`config.mk`:
```
export PLATFORM = sky130hd
export DESIGN_NAME = cpwm_timer
export DESIGN_NICKNAME = d
export VERILOG_FILES = /design/src/rtl/ctmr_pkg.sv /design/src/rtl/ctmr_counter.sv /design/src/rtl/ctmr_flags.sv /design/src/rtl/ctmr_pinout.sv /design/src/rtl/cpwm_timer.sv
export SDC_FILE = /design/constraint.sdc
export NUM_CORES = 1
export LEC_CHECK = 0
export ABC_CLOCK_PERIOD_IN_PS = 5600
export CAP_MARGIN = 20
export CORE_MARGIN = 5
export CORE_UTILIZATION = 49
export DETAILED_ROUTE_END_ITERATION = 12
export PLACE_DENSITY = 0.87
export SYNTH_ARGS = -nofsm -noshare
export SYNTH_HDL_FRONTEND = slang
export SYNTH_SLANG_ARGS = --single-unit
export TNS_END_PERCENT = 50
```
`constraint.sdc`:
```
create_clock -name clk -period 5.6 [get_ports clk]
set_clock_uncertainty 0.1 [all_clocks]
set_input_delay 0.56 -clock clk [delete_from_list [all_inputs] [get_ports clk]]
set_output_delay 0.56 -clock clk [all_outputs]
set_load 0.01 [all_outputs]
```
`src/rtl/ctmr_pkg.sv`:
```
package ctmr_pkg;
  typedef enum logic [1:0] {
    MODE_CMP = 2'b00,
    MODE_CAP = 2'b01,
    MODE_PWM = 2'b10,
    MODE_TMR = 2'b11
  } tmr_mode_e;

  localparam logic [1:0] OC_LOW  = 2'b00;
  localparam logic [1:0] OC_HIGH = 2'b01;
endpackage

```
`src/rtl/ctmr_counter.sv`:
```
module ctmr_counter #(
  parameter int CNT_W = 10,
  parameter int PC_W  = 3
) (
  input  logic             clk,
  input  logic             rst,
  input  logic             tick,
  input  logic             run,
  input  logic             pwm,
  input  logic             swap,
  input  logic             clr_sel,
  input  logic [CNT_W-1:0] cmp_a,
  input  logic [PC_W-1:0]  cmp_p,
  output logic [CNT_W-1:0] p_val,
  output logic [CNT_W-1:0] cnt_d,
  output logic [CNT_W-1:0] cnt_q,
  output logic             match_a,
  output logic             match_p
);
  localparam int SHIFT = CNT_W - PC_W;

  logic [CNT_W-1:0] inc;
  logic             a_restarts;
  logic             restart;

  assign p_val   = {cmp_p, {SHIFT{1'b0}}};
  assign inc     = cnt_q + CNT_W'(1);
  assign match_a = run && tick && (inc == cmp_a);
  assign match_p = run && tick && (inc == p_val);

  // PWM: period role follows swap; otherwise clear-select decides
  assign a_restarts = pwm ? swap : clr_sel;
  assign restart    = a_restarts ? match_a : match_p;

  always_comb begin
    if (!run)         cnt_d = '0;
    else if (!tick)   cnt_d = cnt_q;
    else if (restart) cnt_d = '0;
    else              cnt_d = inc;
  end

  always_ff @(posedge clk) begin
    if (rst) cnt_q <= '0;
    else     cnt_q <= cnt_d;
  end

  p_hold_zero_r2: assert property (@(posedge clk) disable iff (rst)
    !run |=> (cnt_q == '0));

  p_no_tick_r2: assert property (@(posedge clk) disable iff (rst)
    (run && !tick) |=> $stable(cnt_q));

  p_pwm_wrap_r4: assert property (@(posedge clk) disable iff (rst)
    (run && tick && pwm && !swap && (cnt_q + CNT_W'(1) == {cmp_p, {SHIFT{1'b0}}}))
    |=> (cnt_q == '0));
endmodule

```
`src/rtl/ctmr_flags.sv`:
```
module ctmr_flags #(
  parameter int N = 2
) (
  input  logic         clk,
  input  logic         rst,
  input  logic [N-1:0] set,
  input  logic [N-1:0] clr,
  output logic [N-1:0] q
);
  for (genvar i = 0; i < N; i++) begin : g_flag
    always_ff @(posedge clk) begin
      if (rst) q[i] <= 1'b0;
      else     q[i] <= (q[i] & ~clr[i]) | set[i];
    end

    p_flag_sticky_r3: assert property (@(posedge clk) disable iff (rst)
      (q[i] && !clr[i]) |=> q[i]);

    p_flag_set_r3: assert property (@(posedge clk) disable iff (rst)
      set[i] |=> q[i]);
  end
endmodule

```
`src/rtl/ctmr_pinout.sv`:
```
module ctmr_pinout #(
  parameter int CNT_W = 10
) (
  input  logic             clk,
  input  logic             rst,
  input  logic             pwm,
  input  logic             swap,
  input  logic             act_lvl,
  input  logic             invert,
  input  logic [1:0]       out_ctl,
  input  logic [CNT_W-1:0] cnt_d,
  input  logic [CNT_W-1:0] a_val,
  input  logic [CNT_W-1:0] p_val,
  output logic             pin_q,
  output logic             en_q
);
  import ctmr_pkg::*;

  logic [CNT_W-1:0] duty;
  logic             active;
  logic             shaped;
  logic             chosen;

  assign duty   = swap ? p_val : a_val;
  assign active = cnt_d < duty;
  assign shaped = active ? act_lvl : ~act_lvl;
  assign chosen = out_ctl[1] ? shaped : out_ctl[0];

  // registered from the next count so pin lines up with count
  always_ff @(posedge clk) begin
    if (rst) begin
      pin_q <= 1'b0;
      en_q  <= 1'b0;
    end else begin
      pin_q <= pwm ? (chosen ^ invert) : 1'b0;
      en_q  <= pwm;
    end
  end

  p_no_drive_r10: assert property (@(posedge clk) disable iff (rst)
    !pwm |=> (!pin_q && !en_q));

  p_force_low_r8: assert property (@(posedge clk) disable iff (rst)
    (pwm && out_ctl == OC_LOW && !invert) |=> !pin_q);

  p_force_high_r9: assert property (@(posedge clk) disable iff (rst)
    (pwm && out_ctl == OC_HIGH && invert) |=> !pin_q);
endmodule

```
`src/rtl/cpwm_timer.sv`:
```
module cpwm_timer #(
  parameter int CNT_W = 10,
  parameter int PC_W  = 3
) (
  input  logic             clk,
  input  logic             rst,
  input  logic             tick,
  input  logic             run,
  input  logic [1:0]       mode,
  input  logic             swap,
  input  logic             clr_sel,
  input  logic             act_lvl,
  input  logic             invert,
  input  logic [1:0]       out_ctl,
  input  logic [CNT_W-1:0] cmp_a,
  input  logic [PC_W-1:0]  cmp_p,
  input  logic             clr_flag_a,
  input  logic             clr_flag_p,
  output logic [CNT_W-1:0] count,
  output logic             flag_a,
  output logic             flag_p,
  output logic             pin,
  output logic             pin_en
);
  import ctmr_pkg::*;

  localparam int NFLAG = 2;

  logic             pwm;
  logic [CNT_W-1:0] p_val;
  logic [CNT_W-1:0] cnt_d;
  logic             match_a;
  logic             match_p;
  logic [NFLAG-1:0] flags;

  assign pwm = (mode == MODE_PWM);

  ctmr_counter #(.CNT_W(CNT_W), .PC_W(PC_W)) u_cnt (
    .clk(clk), .rst(rst), .tick(tick), .run(run), .pwm(pwm), .swap(swap),
    .clr_sel(clr_sel), .cmp_a(cmp_a), .cmp_p(cmp_p), .p_val(p_val),
    .cnt_d(cnt_d), .cnt_q(count), .match_a(match_a), .match_p(match_p)
  );

  ctmr_flags #(.N(NFLAG)) u_flags (
    .clk(clk), .rst(rst),
    .set({match_p, match_a}),
    .clr({clr_flag_p, clr_flag_a}),
    .q(flags)
  );

  assign flag_a = flags[0];
  assign flag_p = flags[1];

  ctmr_pinout #(.CNT_W(CNT_W)) u_pin (
    .clk(clk), .rst(rst), .pwm(pwm), .swap(swap), .act_lvl(act_lvl),
    .invert(invert), .out_ctl(out_ctl), .cnt_d(cnt_d), .a_val(cmp_a),
    .p_val(p_val), .pin_q(pin), .en_q(pin_en)
  );
endmodule

```
* After elaboration in Yosys (flattened, before gate mapping)
Index checks and enable logic that the tools add are counted.
Cells by class: muxes and demuxes 8, add/sub/neg operators 1, magnitude comparators 1, reduce and logical (&&, ||, !) cells 4, eq/ne operators 3, bitwise logic cells 9
Operator list (count):
- $mux W10 | 4
- $eq A10 B10 Y1 | 2
- $add A10 B1 Y10 const B | 1
- $lt A10 B10 Y1 | 1
- $mux W1 | 4
- $not A1 Y1 | 4
- $logic_and A1 B1 Y1 | 3
- $and A1 B1 Y1 | 2
- $eq A2 B2 Y1 const B | 1
- $or A1 B1 Y1 | 2
- $reduce_or A2 Y1 | 1
- $xor A1 B1 Y1 | 1
Storage, ports and cells: register bits after elaboration 14, logic and storage cells 31, output and inout bits 14, bits of input ports 27

* Logic depth before layout (Yosys ltp)
depth after elaboration 11, depth in mapped cells 22, mapped depth without buffers 20

* Cells and area by module
From an unflattened synthesis, not the netlist that was laid out.
Unflattened totals: cells, all modules 280, area, all modules 2170.8 µm²
Modules (own cells, without submodules):
- ctmr_counter | instances 1, cells each 223, area each 1649.1 µm²
- ctmr_pinout | instances 1, cells each 48, area each 437.9 µm²
- ctmr_flags | instances 1, cells each 8, area each 70.1 µm²
- cpwm_timer | instances 1, cells each 1, area each 13.8 µm²

* Least setup slack after synthesis
No wires, ideal clock.
path type reg2reg, start point reg u_cnt.cnt_q[0], end point reg u_pin.pin_q, arrival time 4314 ps, setup time 72 ps, data required time 5428 ps, cell stages (with the launch flop) 22, buffers on the path 1, setup slack 1115 ps, path through dfxtp_1 -> ha_1 -> nand2_1 -> or3_4 -> and3_1 -> a221o_1 -> nor3_4 -> or2_1 -> buf_6 -> o21ai_2 -> a32o_1 -> and2_1 -> ha_1 -> a21o_1 -> a21o_1 -> a21o_1 -> a2111oi_0 -> o21a_1 -> a21o_1 -> a31oi_1 -> a211oi_2 -> mux2i_1
Between the ends: cells in the longest elaborated chain, start to end 11, elaborated cells between the ends (all ways) 13, classes of those cells add/sub: 1; order compare: 1; eq/ne: 2; mux: 6; bitwise: 1; reduce/logical: 2
RTL lines:
- start: declaration | RTL line ctmr_counter.sv:16 | output logic [CNT_W-1:0] cnt_q,
- start signal: assignment | RTL line ctmr_counter.sv:44 | else cnt_q <= cnt_d;
- $add A10 B1 Y10 (*) | RTL line ctmr_counter.sv:27 | assign inc = cnt_q + CNT_W'(1);
- $eq A10 B10 Y1, on equally long branches | RTL line ctmr_counter.sv:29, ctmr_counter.sv:28
- $logic_and A1 B1 Y1, on equally long branches | RTL line ctmr_counter.sv:29, ctmr_counter.sv:28
- $mux W1 | RTL line ctmr_counter.sv:33 | assign restart = a_restarts ? match_a : match_p;
- $mux W10 (*) | RTL line ctmr_counter.sv:38 | else if (restart) cnt_d = '0;
- $mux W10 (*) | RTL line ctmr_counter.sv:37 | else if (!tick) cnt_d = cnt_q;
- $mux W10 (*) | RTL line ctmr_counter.sv:36 | if (!run) cnt_d = '0;
- via cnt_d[2] | RTL line cpwm_timer.sv:31 | logic [CNT_W-1:0] cnt_d;
- $lt A10 B10 Y1 (*) | RTL line ctmr_pinout.sv:25 | assign active = cnt_d < duty;
- $mux W1 (*) | RTL line ctmr_pinout.sv:26 | assign shaped = active ? act_lvl : ~act_lvl;
- $mux W1 (*) | RTL line ctmr_pinout.sv:27 | assign chosen = out_ctl[1] ? shaped : out_ctl[0];
- $xor A1 B1 Y1 (*) | RTL line ctmr_pinout.sv:35 | pin_q <= pwm ? (chosen ^ invert) : 1'b0;
- end signal: assignment | RTL line ctmr_pinout.sv:35
- end: declaration | RTL line ctmr_pinout.sv:14 | output logic pin_q,
The timed path passes the listed nets; every way through them passes the cells marked *. A chain may end at the register's enable or synchronous reset.

* Worst setup path after layout
Ends and elaborated chain as after synthesis.

==> summary.txt <==
Setup path
  • Critical Path Max Stage Delay: 520 ps
  • CP Data Arrival Time: 5240 ps
  • Worst Path Max Fanout: 12
  • Worst endpoint required time: 5730 ps
  • Worst setup EP type: flop
  • Worst Setup SP: u_cnt.cnt_q[0]
  • Most used cell, CP: a21o_1
  • CP delay by family, top: compound AO/OA/AOI/OAI gates
  • Cell Chain, Critical Path: ha_2 > nand2_1 > or3_4 > and3_1 > a221o_1 > nor3_4 > or2_1 > o21ai_2 > a32o_1 > and2_1 > ha_1 > a21o_1 > a21o_1 > a21o_1 > a2111oi_0 > o21a_1 > a21o_1 > a31oi_1 > a211oi_2 > mux2i_1
  • Crit Path Category: flop to flop
  • Slowest-stage cell, CP: dfxtp_1
  • Worst r2r path cells: 20
  • FF-to-FF setup slack: 490 ps
  • Crit path buffers/inverters: 0
  • Crit path launch type: flop
  • Crit Reg-Reg Startpoint: u_cnt.cnt_q[0]
  • CP Depth: 20

Synth
  • Mapped Cells: 214
  • Most used flip-flop cell after synthesis: dfxtp_1
  • Sequential share of the synthesized area: 16.28%
  • EDFF count, synth: 0
  • Yosys cell types: 63
  • Synthesized area: 1722 sq um
  • Yosys warnings: 0
  • Syn_area_per_cell: 8.045 sq um
  • Post-Syn Nets: 252
  • Fraction of registers with async set/reset: 0%
  • Number of synthesized register bits: 14

Floorplanning
  • Full die area: 4799 sq um
  • Horiz. Die Dim: 69.28 microns
  • Die outline height: 69.28 microns
  • Starting Density: 51.19%
  • Rows: 21
  • # IOs: 41
  • Core area: 3363 sq um

Routing
  • Routed length per instance: 16.66 microns
  • DRT antenna net count: 0
  • Vias: 1805
  • Drt first-iter violations: 186
  • Vias per std cell: 6.160
  • DRC Markers: 0
  • Total Routed Length: 4881 microns
  • DRT Pass-1 Iters: 4

Clock tree
  • Clk root buf: clkbuf_4
  • CTS resizes: 0
  • Cts bufs inserted: 3
  • Clock Path Buffers: 2
  • # clock sinks: 14
  • CTS tree: done
  • CTS HTree Levels: 1
  • Later-pin clock latency in the skew report: 290 ps
  • Post-CTS Repair Setup Buffers: 0
  • Hold-fix buffers at CTS: 0
  • Clock slew at reported path FFs: 100 ps

Min path
  • Hold WC Path Type: flop to flop
  • Hold Crit Start: u_flags.q[0]
  • Worst hold path stage count: 2

Global routing
  • All-Layer GR Usage: 20.82%
  • Vias in the first global route: 1779
  • Initial antenna violation count: 0
  • Largest net degree at the start of global routing: 16
  • Gr ovfl total: 0
  • First-pass GRT wire length: 8349 microns

Job
  • Max-Cap Viols: 0

STA
  • Crit share post-route: 91.29%
  • RSZ-0062 raised after global routing: no
  • Post-layout min period: 5112 ps
  • Final Slew Violations: 0
  • Setup TNS: 0 ps
  • Final hold vios: 0
  • Worst-margin pin slew: 525.3 ps
  • Fmax achieved: 195.6 MHz
  • Finish-stage setup viols: 0
  • Slew HR: 64.07%

Finish
  • Most frequent cells in the layout: clkdlybuf4s50_1, nor2_1, dfxtp_1, nand2_1, nand2b_1
  • Nets: 286
  • Final core occ: 64.06%
  • Commonest non-fill, non-tap cell in the layout: clkdlybuf4s50_1
  • Synthesis-to-layout area growth: 25.15%
  • Ant. Diodes: 0
  • Share of cells above drive strength 1: 8.097%

Run status
  • Run status: complete, no violations

Placed design
  • Global placement routability congestion: 0.9639
  • Input/output buffers: 40
  • DP HPWL: 3899 microns

Pwr
  • VDD IR max: 0.00008293 V
  • LEAKAGE: 0.8213 nW
  • Pwr Density: 113.9 nW/um^2
## metal layers
| metal | vias to the layer above | routed length [microns] | global-route usage [%] | share of wire, % |
|---|---|---|---|---|
| li1 | 864 | - | - | - |
| met1 | 830 | 2054 | 25.87 | 42 |
| met2 | 94 | 2234 | 34.85 | 46 |
| met3 | 17 | 444 | 3.623 | 9.1 |
| met4 | 0 | 148 | 9.328 | 3.0 |
| met5 | - | 0 | 0 | 0 |
## cells in the mapped netlist, types with 6 or more instances
master     instances  area [sq um]
nand2_1           13         48.80
xnor2_1            6         52.55
nand3_1            6         30.03
dfxtp_1           14         280.3
and2_1             9         56.30
nor3_1             7         35.03
nand2b_1          12         75.07
o2bb2ai_1          6         52.55
a21oi_1            9         45.04
nor2_1            14         52.55
mux2i_1            6         60.06
ha_1              11         137.6
nor2b_1            9         56.30
## state kept, by name (all words and copies together), names as in the netlist
| signal | cells |
|---|---|
| u_cnt.cnt_q | 10 |
| u_flags.q | 2 |
| u_pin.en_q | 1 |
| u_pin.pin_q | 1 |
## worst register-to-register path: cells and delay by family (launching register included)
family,cells,cell delay (ps)
muxes,1,190
and+or+nand+nor,6,1470
DFF,1,520
AOI/OAI and AO/OA,11,2190
adders and majority gates,2,590
## logic make-up (layout without fill, tap and decap cells)
| logic type | count (synthesis) | in the layout | share of synthesized area [%] |
|---|---|---|---|
| AOI/OAI and AO/OA | 55 | 55 | 23.69 |
| adders and majority gates | 11 | 11 | 7.994 |
| buffers and inverters | 15 | 48 | 5.014 |
| xor gates and xnor gates | 11 | 11 | 6.395 |
| muxes | 8 | 8 | 5.014 |
| and+or+nand+nor | 100 | 100 | 35.61 |
| DFF | 14 | 14 | 16.28 |
## cell type report
type	count	area (sq um)
inverter	2	7.507
clock buffer	4	36.28
multi-input combinational	185	1358
tap	46	57.56
fill	321	1209
sequential	14	280.3
timing repair buffer	42	415.4
## where the power goes
group | switching [mW] | internal (mW)
registers | 0.00129 | 0.100
logic | 0.0308 | 0.0361
clock network | 0.0371 | 0.0396
## worst paths after layout
check / to
worst max register to register: u_pin.pin_q
worst min-delay path: u_flags.q[0]
worst min register to register: u_flags.q[0]
worst max-delay path: u_pin.pin_q
## stage by stage
| stage | total power, mW | cell area (sq um) | cells | hold slack (ps) | setup slack [ps] |
|---|---|---|---|---|---|
| detailed placement | 0.1697 | 2116 | 289 | 364.9 | 473.0 |
| finish | 0.2454 | 2155 | 293 | 378.0 | 487.8 |
| floorplan | 0.1355 | 1722 | 214 | 389.1 | 1115 |
| global route | 0.2536 | 2155 | 293 | 400.1 | 98.59 |
| global placement | 0.1680 | 2116 | 289 | 364.6 | 644.1 |
| CTS | 0.2444 | 2152 | 293 | 378.8 | 416.1 |
No activity file was read; power rests on OpenSTA's default activity.
